`config.mk`:
```
export PLATFORM = sky130hd
export DESIGN_NAME = flash_cmd_sched
export DESIGN_NICKNAME = d
export VERILOG_FILES = /design/src/rtl/flash_sched_pkg.sv /design/src/rtl/flash_cmd_queue.sv /design/src/rtl/flash_dispatch_pick.sv /design/src/rtl/flash_chip_locks.sv /design/src/rtl/flash_cmd_sched.sv
export SDC_FILE = /design/constraint.sdc
export NUM_CORES = 2
export LEC_CHECK = 0
export BUFFER_PORTS_ARGS = -buffer_cell sky130_fd_sc_hd__buf_2
export CORE_ASPECT_RATIO = 0.6
export CORE_UTILIZATION = 30
export DETAILED_ROUTE_END_ITERATION = 12
export HOLD_SLACK_MARGIN = 0.06
export MAX_ROUTING_LAYER = met4
export PLACE_DENSITY = 0.45
export SLEW_MARGIN = 20
export SYNTH_ARGS = -nofsm -noshare
export SYNTH_HDL_FRONTEND = slang
export SYNTH_HIERARCHICAL = 1
export SYNTH_SLANG_ARGS = --single-unit
```
`constraint.sdc`:
```
create_clock -name clk -period 9.7 [get_ports clk]
set_input_delay 1.94 -clock clk [delete_from_list [all_inputs] [get_ports clk]]
set_output_delay 1.94 -clock clk [all_outputs]
set_load 0.03 [all_outputs]
```
`src/rtl/flash_sched_pkg.sv`:
```
package flash_sched_pkg;
  parameter int NUM_BUS       = 4;
  parameter int CHIPS_PER_BUS = 16;
  parameter int BLOCK_W       = 10;
  parameter int PAGE_W        = 6;
  parameter int TAG_W         = 4;
  parameter int QDEPTH        = 8;

  localparam int BUS_W  = $clog2(NUM_BUS);
  localparam int CHIP_W = $clog2(CHIPS_PER_BUS);
  localparam int NCHIP  = NUM_BUS * CHIPS_PER_BUS;
  localparam int CID_W  = BUS_W + CHIP_W;
  localparam int QIDX_W = $clog2(QDEPTH);
  localparam int QCNT_W = $clog2(QDEPTH + 1);

  typedef enum logic [1:0] {
    OP_READ  = 2'd0,
    OP_PROG  = 2'd1,
    OP_ERASE = 2'd2
  } op_e;

  typedef enum logic [1:0] {
    CS_IDLE = 2'd0,
    CS_BUSY = 2'd1,
    CS_DONE = 2'd2
  } chip_st_e;

  typedef struct packed {
    op_e                op;
    logic [BUS_W-1:0]   bus;
    logic [CHIP_W-1:0]  chip;
    logic [BLOCK_W-1:0] block;
    logic [PAGE_W-1:0]  page;
    logic [TAG_W-1:0]   tag;
  } cmd_t;
endpackage

```
`src/rtl/flash_cmd_queue.sv`:
```
// Age-ordered command store: slot 0 is the oldest. Any set of slots may
// leave in one cycle; survivors close up and a new command is appended.
module flash_cmd_queue
  import flash_sched_pkg::*;
(
  input  logic                clk,
  input  logic                rst_n,
  input  logic                in_valid,
  input  cmd_t                in_cmd,
  output logic                in_ready,
  input  logic [QDEPTH-1:0]   rm_mask,
  output cmd_t [QDEPTH-1:0]   slots,
  output logic [QDEPTH-1:0]   slot_vld
);
  logic [QCNT_W-1:0] count_q, count_d;
  cmd_t [QDEPTH-1:0] slots_q, slots_d;

  assign in_ready = (count_q < QCNT_W'(QDEPTH));
  assign slots    = slots_q;

  for (genvar i = 0; i < QDEPTH; i++) begin : g_vld
    assign slot_vld[i] = (QCNT_W'(i) < count_q);
  end

  always_comb begin
    int w;
    w       = 0;
    slots_d = slots_q;
    for (int i = 0; i < QDEPTH; i++) begin
      if (slot_vld[i] && !rm_mask[i]) begin
        slots_d[w[QIDX_W-1:0]] = slots_q[i];
        w = w + 1;
      end
    end
    if (in_valid && in_ready && (w < QDEPTH)) begin
      slots_d[w[QIDX_W-1:0]] = in_cmd;
      w = w + 1;
    end
    count_d = QCNT_W'(w);
  end

  always_ff @(posedge clk) begin
    if (!rst_n) begin
      count_q <= '0;
      slots_q <= '0;
    end else begin
      count_q <= count_d;
      slots_q <= slots_d;
    end
  end

  assert_no_overflow_R8: assert property (@(posedge clk) disable iff (!rst_n)
    count_q <= QCNT_W'(QDEPTH));

  assert_rm_only_valid_R6: assert property (@(posedge clk) disable iff (!rst_n)
    (rm_mask & ~slot_vld) == '0);
endmodule

```
`src/rtl/flash_dispatch_pick.sv`:
```
// Eligibility (locks, read dependencies, same-chip order) and per-bus choice.
module flash_dispatch_pick
  import flash_sched_pkg::*;
(
  input  logic                           clk,
  input  logic                           rst_n,
  input  cmd_t [QDEPTH-1:0]              slots,
  input  logic [QDEPTH-1:0]              slot_vld,
  input  logic [NCHIP-1:0]               chip_free,
  input  logic [NUM_BUS-1:0]             iss_ready,
  output logic [NUM_BUS-1:0]             iss_valid,
  output logic [NUM_BUS-1:0][QIDX_W-1:0] iss_idx,
  output logic [QDEPTH-1:0]              rm_mask,
  output logic [NCHIP-1:0]               chip_take
);
  logic [QDEPTH-1:0] elig;
  logic [QDEPTH-1:0] held;

  always_comb begin
    for (int i = 0; i < QDEPTH; i++) begin
      held[i] = 1'b0;
      for (int k = 0; k < QDEPTH; k++) begin
        if ((k < i) && slot_vld[k] &&
            (slots[k].bus == slots[i].bus) && (slots[k].chip == slots[i].chip)) begin
          if (slots[i].op == OP_READ) begin
            if ((slots[k].op != OP_READ) && (slots[k].block == slots[i].block) &&
                ((slots[k].op == OP_ERASE) || (slots[k].page == slots[i].page)))
              held[i] = 1'b1;
          end else begin
            held[i] = 1'b1;
          end
        end
      end
      elig[i] = slot_vld[i] && !held[i] && chip_free[{slots[i].bus, slots[i].chip}];
    end
  end

  for (genvar b = 0; b < NUM_BUS; b++) begin : g_bus
    logic              has_rd, has_wr;
    logic [QIDX_W-1:0] idx_rd, idx_wr;

    always_comb begin
      has_rd = 1'b0;
      has_wr = 1'b0;
      idx_rd = '0;
      idx_wr = '0;
      for (int i = QDEPTH - 1; i >= 0; i--) begin
        if (elig[i] && (slots[i].bus == BUS_W'(b))) begin
          if (slots[i].op == OP_READ) begin
            has_rd = 1'b1;
            idx_rd = QIDX_W'(i);
          end else begin
            has_wr = 1'b1;
            idx_wr = QIDX_W'(i);
          end
        end
      end
    end

    assign iss_valid[b] = has_rd | has_wr;
    assign iss_idx[b]   = has_rd ? idx_rd : idx_wr;

    assert_pick_on_bus_R9: assert property (@(posedge clk) disable iff (!rst_n)
      iss_valid[b] |-> (slot_vld[iss_idx[b]] && (slots[iss_idx[b]].bus == BUS_W'(b))));
  end

  always_comb begin
    rm_mask   = '0;
    chip_take = '0;
    for (int b = 0; b < NUM_BUS; b++) begin
      if (iss_valid[b] && iss_ready[b]) begin
        rm_mask[iss_idx[b]] = 1'b1;
        chip_take[{slots[iss_idx[b]].bus, slots[iss_idx[b]].chip}] = 1'b1;
      end
    end
  end
endmodule

```
`src/rtl/flash_chip_locks.sv`:
```
// Per-chip lock state and the completion stream.
module flash_chip_locks
  import flash_sched_pkg::*;
(
  input  logic                          clk,
  input  logic                          rst_n,
  input  logic [NCHIP-1:0]              chip_take,
  input  logic [NUM_BUS-1:0][TAG_W-1:0] bus_tag,
  input  logic [NCHIP-1:0]              done_pulse,
  input  logic                          cpl_ready,
  output logic [NCHIP-1:0]              chip_free,
  output logic                          cpl_valid,
  output logic [TAG_W-1:0]              cpl_tag
);
  logic [NCHIP-1:0]            done_vec;
  logic [NCHIP-1:0][TAG_W-1:0] tag_vec;
  logic                        hold_q;
  logic [CID_W-1:0]            hold_idx_q, sel;
  logic                        cpl_fire;

  always_comb begin
    sel = hold_idx_q;
    if (!hold_q) begin
      sel = '0;
      for (int c = NCHIP - 1; c >= 0; c--)
        if (done_vec[c]) sel = CID_W'(c);
    end
  end

  assign cpl_valid = |done_vec;
  assign cpl_tag   = tag_vec[sel];
  assign cpl_fire  = cpl_valid && cpl_ready;

  for (genvar c = 0; c < NCHIP; c++) begin : g_chip
    localparam int BUS_OF = c / CHIPS_PER_BUS;
    chip_st_e         st_q;
    logic [TAG_W-1:0] tag_q;

    always_ff @(posedge clk) begin
      if (!rst_n) begin
        st_q  <= CS_IDLE;
        tag_q <= '0;
      end else begin
        case (st_q)
          CS_IDLE: if (chip_take[c]) begin
            st_q  <= CS_BUSY;
            tag_q <= bus_tag[BUS_OF];
          end
          CS_BUSY: if (done_pulse[c]) st_q <= CS_DONE;
          CS_DONE: if (cpl_fire && (sel == CID_W'(c))) st_q <= CS_IDLE;
          default: st_q <= CS_IDLE;
        endcase
      end
    end

    assign chip_free[c] = (st_q == CS_IDLE);
    assign done_vec[c]  = (st_q == CS_DONE);
    assign tag_vec[c]   = tag_q;

    assert_take_idle_R2: assert property (@(posedge clk) disable iff (!rst_n)
      chip_take[c] |-> (st_q == CS_IDLE));
  end

  always_ff @(posedge clk) begin
    if (!rst_n) begin
      hold_q     <= 1'b0;
      hold_idx_q <= '0;
    end else begin
      hold_q     <= cpl_valid && !cpl_ready;
      hold_idx_q <= sel;
    end
  end

  assert_cpl_hold_R10: assert property (@(posedge clk) disable iff (!rst_n)
    (cpl_valid && !cpl_ready) |=> (cpl_valid && $stable(cpl_tag)));
endmodule

```
`src/rtl/flash_cmd_sched.sv`:
```
module flash_cmd_sched
  import flash_sched_pkg::*;
(
  input  logic                            clk,
  input  logic                            rst_n,
  input  logic                            cmd_valid,
  output logic                            cmd_ready,
  input  logic [1:0]                      cmd_op,
  input  logic [BUS_W-1:0]                cmd_bus,
  input  logic [CHIP_W-1:0]               cmd_chip,
  input  logic [BLOCK_W-1:0]              cmd_block,
  input  logic [PAGE_W-1:0]               cmd_page,
  input  logic [TAG_W-1:0]                cmd_tag,
  output logic [NUM_BUS-1:0]              iss_valid,
  input  logic [NUM_BUS-1:0]              iss_ready,
  output logic [NUM_BUS-1:0][1:0]         iss_op,
  output logic [NUM_BUS-1:0][CHIP_W-1:0]  iss_chip,
  output logic [NUM_BUS-1:0][BLOCK_W-1:0] iss_block,
  output logic [NUM_BUS-1:0][PAGE_W-1:0]  iss_page,
  output logic [NUM_BUS-1:0][TAG_W-1:0]   iss_tag,
  input  logic [NCHIP-1:0]                done_pulse,
  output logic                            cpl_valid,
  input  logic                            cpl_ready,
  output logic [TAG_W-1:0]                cpl_tag
);
  cmd_t                           in_cmd;
  cmd_t [QDEPTH-1:0]              slots;
  logic [QDEPTH-1:0]              slot_vld;
  logic [QDEPTH-1:0]              rm_mask;
  logic [NCHIP-1:0]               chip_free;
  logic [NCHIP-1:0]               chip_take;
  logic [NUM_BUS-1:0][QIDX_W-1:0] iss_idx;

  always_comb begin
    in_cmd.op    = op_e'(cmd_op);
    in_cmd.bus   = cmd_bus;
    in_cmd.chip  = cmd_chip;
    in_cmd.block = cmd_block;
    in_cmd.page  = cmd_page;
    in_cmd.tag   = cmd_tag;
  end

  flash_cmd_queue u_queue (
    .clk      (clk),
    .rst_n    (rst_n),
    .in_valid (cmd_valid),
    .in_cmd   (in_cmd),
    .in_ready (cmd_ready),
    .rm_mask  (rm_mask),
    .slots    (slots),
    .slot_vld (slot_vld)
  );

  flash_dispatch_pick u_pick (
    .clk       (clk),
    .rst_n     (rst_n),
    .slots     (slots),
    .slot_vld  (slot_vld),
    .chip_free (chip_free),
    .iss_ready (iss_ready),
    .iss_valid (iss_valid),
    .iss_idx   (iss_idx),
    .rm_mask   (rm_mask),
    .chip_take (chip_take)
  );

  for (genvar b = 0; b < NUM_BUS; b++) begin : g_out
    assign iss_op[b]    = slots[iss_idx[b]].op;
    assign iss_chip[b]  = slots[iss_idx[b]].chip;
    assign iss_block[b] = slots[iss_idx[b]].block;
    assign iss_page[b]  = slots[iss_idx[b]].page;
    assign iss_tag[b]   = slots[iss_idx[b]].tag;
  end

  flash_chip_locks u_locks (
    .clk        (clk),
    .rst_n      (rst_n),
    .chip_take  (chip_take),
    .bus_tag    (iss_tag),
    .done_pulse (done_pulse),
    .cpl_ready  (cpl_ready),
    .chip_free  (chip_free),
    .cpl_valid  (cpl_valid),
    .cpl_tag    (cpl_tag)
  );
endmodule

```
# Word level (Yosys, flattened, before mapping)

Index checks and enable logic that the tools add are counted.
W data, S select, Z words.

Word-level logic and storage cells: 2034
Flip-flop bits (word level): 619

$add $sub $neg: 8
Mux-type cells: 744
Bitwise logic cells: 10
Reduce and logical (&&, ||, !) cells: 516
Equality and inequality tests: 526
$lt $le $gt $ge: 51

Operators by type and width:

| cell                    | number |
|---|---|
| $bwmux W224             | 8 |
| $mux W224               | 8 |
| $demux W28 S3           | 8 |
| $mux W6                 | 65 |
| $mux W2                 | 192 |
| $ne A2 B2 Y1 const B    | 192 |
| $pmux W2 S3             | 64 |
| $mux W3                 | 126 |
| $bmux W28 S3            | 4 |
| $mux W28                | 12 |
| $eq A10 B10 Y1          | 28 |
| $mux W64                | 4 |
| $logic_and A1 B1 Y1     | 255 |
| $mux W32                | 7 |
| $mux W1                 | 223 |
| $add A32 B2 Y32 const B | 6 |
| $eq A6 B6 Y1 const B    | 32 |
| $or A64 B64 Y64         | 3 |
| $reduce_and A3 Y1       | 64 |
| $eq A2 B2 Y1 const B    | 87 |
| $eq A6 B6 Y1            | 28 |
| $logic_not A2 Y1        | 80 |
| $eq A2 B1 Y1 const B    | 72 |
| $reduce_and A2 Y1       | 64 |
| 33 further kinds        | 223 |

# Longest topological paths before layout

Depth after elaboration: 78
Depth in mapped cells: 49
Depth with buffers taken out: 44

# By module

The synthesis kept the hierarchy.

Modules (own cells, without submodules):

| module              | cells an instance | instances | sequential area each (um2) | area each (um2) |
|---|---|---|---|---|
| flash_cmd_queue     | 2760              | 1         | 4564.4                     | 19779.0 |
| flash_chip_locks    | 2137              | 1         | 7827.5                     | 18378.9 |
| flash_dispatch_pick | 2201              | 1         | 0.0                        | 16862.4 |
| flash_cmd_sched     | 372               | 1         | 0.0                        | 6951.7 |

# Worst setup path before layout

No wires, ideal clock.

Kind: register -> register
Start point: register u_queue.slots_q (netlist bit u_queue/slots[104])
End point: register u_queue.slots_q (netlist bit u_queue/slots[168])
Arrival: 9.931 ns
Required time: 9.578 ns
Clock period less this slack: 10.052 ns
Stages on the path, launching flop included: 46
Slack: -0.352 ns
Cell sequence: dfxtp_1 buf_6 mux4_2 mux2_2 o22ai_1 a31oi_1 and4bb_1 buf_4 a22oi_1 nand4_1 or3b_1 or3_1 nand2_1 nor2_1 a22o_1 a311o_1 nand2b_1 ha_1 (+10 left out) ha_1 nor2_1 a31oi_1 ha_1 nand2_1 o21ai_0 o31ai_4 inv_1 ha_1 nand2_1 mux2i_1 xnor3_1 nand2_1 nor3_1 o211ai_1 nand2_1 clkbuf_1 o311a_1

RTL lines:

| element                                                  | line                      | RTL |
|---|---|---|
| from (decl)                                              | flash_cmd_queue.sv:16     | `cmd_t [QDEPTH-1:0] slots_q, slots_d;` |
| from (signal assigned)                                   | flash_cmd_queue.sv:48     | `slots_q <= slots_d;` |
| $eq A4 B4 Y1                                             | flash_dispatch_pick.sv:24 | `(slots[k].bus == slots[i].bus) && (slots[k].chip == slots[i].chip)) begin` |
| $logic_and A1 B1 Y1                                      | flash_dispatch_pick.sv:24 |  |
| $mux W1                                                  | flash_dispatch_pick.sv:23 | `if ((k < i) && slot_vld[k] &&` |
| $mux W1                                                  | flash_dispatch_pick.sv:26 | `if ((slots[k].op != OP_READ) && (slots[k].block == slots[i].block) &&` |
| $mux W1                                                  | flash_dispatch_pick.sv:25 | `if (slots[i].op == OP_READ) begin` |
| $mux W1                                                  | flash_dispatch_pick.sv:23 |  |
| $mux W1                                                  | flash_dispatch_pick.sv:26 |  |
| $mux W1                                                  | flash_dispatch_pick.sv:25 |  |
| (+24 left out)                                           | --                        |  |
| named net iss_valid[0]                                   | flash_cmd_sched.sv:14     | `output logic [NUM_BUS-1:0] iss_valid,` |
| (+5 left out)                                            | --                        |  |
| $mux W8 (*)                                              | flash_dispatch_pick.sv:71 | `if (iss_valid[b] && iss_ready[b]) begin` |
| $or A8 B8 Y8 (no source line)                            | --                        |  |
| $mux W8 (*)                                              | flash_dispatch_pick.sv:71 |  |
| named net rm_mask[1]                                     | flash_cmd_sched.sv:29     | `logic [QDEPTH-1:0] rm_mask;` |
| $logic_not A1 Y1 (*)                                     | flash_cmd_queue.sv:30     | `if (slot_vld[i] && !rm_mask[i]) begin` |
| $logic_and A1 B1 Y1 (*)                                  | flash_cmd_queue.sv:30     |  |
| branches (longest 18 deep; another with $add A32 B2 Y32) | --                        |  |
| $mux W224 (*)                                            | flash_cmd_queue.sv:35     | `if (in_valid && in_ready && (w < QDEPTH)) begin` |

Mark *: on every way through the listed nets, which the timed path passes. The select of a mux whose other input is x is not followed.
A chain may end at the register's enable or synchronous reset.

==> flow_summary.ini <==
[run_status]
result_of_the_run = finished clean

[clock_tree]
worst_setup_hold_path_clk_slew_ns = 0.06
root_buffer = sky130_fd_sc_hd__clkbuf_16
cts_num_sinks = 619
cts_tree = built
tritoncts.num_buffers = 76
clockBufferDepth = 3
clk_latency_ns = 0.76
ctsHtreeMaxLevel = 3

[power]
clkPwrFrac_pct = 14.0
cell_internal_pwr_uw = 10700
net-switching-power_uw = 12100
power_frac_seq_pct = 14.0
switching_share_pct = 53.2
power.combinational.fraction_pct = 72.0
vdd_drop_max_uv = 374
total_power_uw = 22800
power_density_nw_per_um2 = 274
total_leakage_power_uw = 0.0339

[timing]
hold-worst-slack_ns = 0.492
setup-violations-final = 0
timing.final.max_slew_violations = 0
maxClockFrequency_ghz = 0.104
tightest_slew_ns = 1.23
timing.final.hold_violations = 0
fin_tns_setup_ns = 0
final_period_minus_worst_setup_slack_ns = 9.63
relSlewSlack_pct = 17.6
min_period_over_period_pct = 99.3
timing.clock.skew_ns = 0.0837
postLayoutSetupSlackWorst_ns = 0.0670

[synth]
ys_dominant_reg_cell = sky130_fd_sc_hd__dfxtp_1
synth_edf_count = 0
synth-warning-count = 6
ys_ff_latch = 619
synthDistinctLibCells = 120
avg_synthesized_cell_area_um2 = 8.30
synth_fp_nets = 7577
syn_inst_count = 7470
postSynth.asyncResetShare_pct = 0
synthesis.area_um2 = 62000
synth_seq_area_share_pct = 20.0

[critical_path]
worst_r2r_startpoint = u_queue/slots[109]
cp_required_ns = 7.76
cpMaxStageDelayCell = sky130_fd_sc_hd__mux4_1
critical_path_arrival_ns = 7.69
critical_path.max_stage_delay_ns = 0.80
reg2regPathDepth = 47
rrSetupSlack_ns = 0.09
timing.critical_path.to_type = primary output
crit_buf_inv = 11
kind_of_cell_adding_the_most_delay_to_the_critical_path = buffers and inverters
cp_max_fo = 25
crit_reg_reg_endpoint = u_queue/slots[157]
worst-setup-path-type = reg -> out
crit_path_frequent_cell = sky130_fd_sc_hd__buf_4
crit_chain = buf_12, xnor2_1, nand4_1, o31ai_1, buf_4, o311ai_2, o2111ai_2, buf_4, or4_1, buf_12, and4_1, nand2_1, buf_4, o21a_2, clkinv_2, buf_4, buf_4, buf_4, buf_4, mux4_1, mux2_2, buf_2
start_kind = flip-flop

[detailed_routing]
routed-via-count = 72960
postRouteWirelength_um = 439000
first_pass_iteration_count_of_the_detailed_router = 8
drtIter0Drc = 12276
drt_drc_violations_left = 0
drtAntennaViolNets = 0
viasPerCell = 6.33
post_drt_wl_per_cell_um = 38.1

[min_path]
worst_hold_startpoint = u_locks/g_chip[12].tag_q[3]
min-delay-path-class = reg -> reg
holdPathStages = 2
whs_endpoint = u_locks/g_chip[12].tag_q[3]

[grt]
globalRoute.totalOverflow = 0
grt.total_usage_pct = 41.6
grt_first_pass_wirelength_um = 584000
antenna_violations_before_repair = 50
largest_net_degree_at_the_start_of_global_routing = 155
grt_pass1_vias = 65830

[place]
port_buffers = 213
place_congestion = 1.08
detailedPlace.worstSlack_ns = -1.12
dp_hpwl_um = 337000

[job]
cap_violations = 0

[floorplanning]
die_area_um2 = 208000
floorplan.die.height_um = 354
fp.dieW_um = 589
initial_utilization_pct = 30.4
num_rows = 128
design.core.area_um2 = 204000
io_pins = 214

[layout]
area_delta_synth_final_pct = 34.5
finalNetCount = 8808
layout_cells_sized_above_1_pct = 31.0
final.fill_count = 20582
## kinds of logic (layout without fill, tap and decap cells)
| family | count (synthesis) | after routing | share of synthesized area [%] |
|---|---|---|---|
| other cells | 0 | 37 | 0 |
| fa+ha+maj | 7 | 7 | 0.141 |
| mux | 1142 | 1142 | 25.7 |
| simple gates | 2365 | 2365 | 18.3 |
| buf+inv | 980 | 2269 | 7.05 |
| compound gates | 1726 | 1726 | 19.8 |
| flops | 619 | 619 | 20.0 |
| xor+xnor | 631 | 631 | 9.03 |
## cell type report
cell class / count / area [µm²] / area share (%)
multi-input cells: 5871 / 46300 / 55.5
repair buffers: 2013 / 18000 / 21.6
flip-flops and latches: 619 / 12400 / 14.9
well taps: 2730 / 3420 / 4.10
clock buffers: 95 / 2060 / 2.47
clock inverters: 41 / 576 / 0.690
inverters: 120 / 467 / 0.560
diodes: 37 / 92.6 / 0.111
## per-layer routing
metal | wire (µm) | part of all wire, % | up-vias | GRT usage, %
met5 | 0 | 0 | - | -
met4 | 9600 | 2.2 | 0 | 8.08
met3 | 69100 | 16 | 519 | 17.8
met2 | 152000 | 35 | 5340 | 48.6
met1 | 208000 | 47 | 36764 | 62.9
li1 | - | - | 30337 | -
## flip-flops by register name, indices dropped and copies added, names as in the netlist
name                  cells
u_locks/hold_idx_q        6
u_locks/g_chip.tag_q    256
u_queue/slots           224
u_queue/count_q           4
u_locks/g_chip.st_q     128
u_locks/hold_q            1
## how the worst max path moves through the flow
stage,depth (start not counted),endpoint,startpoint
6_report,22,iss_block[35],u_queue/slots[156]
5_1_grt,48,u_queue/slots[152],u_queue/count_q[2]
4_1_cts,48,u_queue/slots[10],u_queue/slots[63]
3_5_place_dp,50,u_queue/slots[152],u_queue/count_q[1]
3_3_place_gp,46,u_queue/slots[152],u_queue/slots[33]
2_1_floorplan,46,u_queue/slots[168],u_queue/count_q[1]
## tightest hold or removal path, delay by kind of cell, from the launching register on
family	cells	cell delay [ns]
and+or+nand+nor	1	0.07
muxes	1	0.06
DFF	1	0.32
## synthesized netlist by cell type (184+ instances only)
cell type / count / share of area, %
sky130_fd_sc_hd__nand2_1: 671 / 4.1
sky130_fd_sc_hd__o211ai_1: 280 / 3.4
sky130_fd_sc_hd__xnor2_1: 328 / 4.6
sky130_fd_sc_hd__mux4_1: 184 / 7.8
sky130_fd_sc_hd__o21ai_0: 235 / 1.9
sky130_fd_sc_hd__clkbuf_1: 522 / 3.2
sky130_fd_sc_hd__mux2i_1: 689 / 11
sky130_fd_sc_hd__buf_2: 190 / 1.5
sky130_fd_sc_hd__xor2_1: 297 / 4.2
sky130_fd_sc_hd__a21oi_1: 249 / 2.0
sky130_fd_sc_hd__dfxtp_1: 619 / 20
sky130_fd_sc_hd__nor2_1: 694 / 4.2
## power by group through the flow
stage                     registers (µW)  logic (µW)  clock network [µW]
after global routing                3190       16600                3330
after detailed placement            3210       15000                   0
after CTS                           3150       15500                3230
after floorplan                     3070        7240                   0
after global placement              3210       15100                   0
final                               3180       16400                3200
## through the flow
| stage | instance area (µm²) | utilization, % | instances |
|---|---|---|---|
| global placement | 79500 | 39.0 | 11321 |
| global route | 83300 | 40.8 | 11514 |
| detailed placement | 79500 | 39.0 | 11321 |
| finish | 83400 | 40.9 | 11526 |
| floorplan | 62000 | - | 7470 |
| CTS | 82700 | 40.6 | 11470 |
## cells in the final DEF (no fill, tap or decap), types with 53 or more instances in the layout
master	synthesis	routed
sky130_fd_sc_hd__a2111oi_0	76	74
sky130_fd_sc_hd__nand4_1	107	107
sky130_fd_sc_hd__a22oi_1	57	53
sky130_fd_sc_hd__xor2_1	297	296
sky130_fd_sc_hd__nor2_1	694	683
sky130_fd_sc_hd__buf_2	190	212
sky130_fd_sc_hd__buf_4	38	1522
sky130_fd_sc_hd__o211ai_1	280	280
sky130_fd_sc_hd__o21ai_0	235	213
sky130_fd_sc_hd__dfxtp_1	619	578
sky130_fd_sc_hd__mux4_1	184	184
sky130_fd_sc_hd__nand3_1	171	166
sky130_fd_sc_hd__xnor2_1	328	324
sky130_fd_sc_hd__nor3_1	141	126
sky130_fd_sc_hd__and2_1	110	108
sky130_fd_sc_hd__mux2i_1	689	688
sky130_fd_sc_hd__a21oi_1	249	241
sky130_fd_sc_hd__nor4_1	95	81
sky130_fd_sc_hd__a31oi_1	149	142
sky130_fd_sc_hd__inv_1	114	105
sky130_fd_sc_hd__nand3b_1	64	64
sky130_fd_sc_hd__a211oi_1	183	180
sky130_fd_sc_hd__nand2_1	671	664
sky130_fd_sc_hd__nor2b_1	89	87
sky130_fd_sc_hd__buf_12	0	266
sky130_fd_sc_hd__clkbuf_16	0	79
sky130_fd_sc_hd__mux4_2	103	103
sky130_fd_sc_hd__mux2_2	165	165
## what timing repair did
action	CTS	global route
pin swaps	23	30
buffers inserted	10	17
setup endpoints to repair	241	228
hold buffers	0	0
endpoints found under the hold margin	0	0
gates cloned	3	3
gates resized for setup	103	79
No activity file was read; power rests on OpenSTA's default activity.
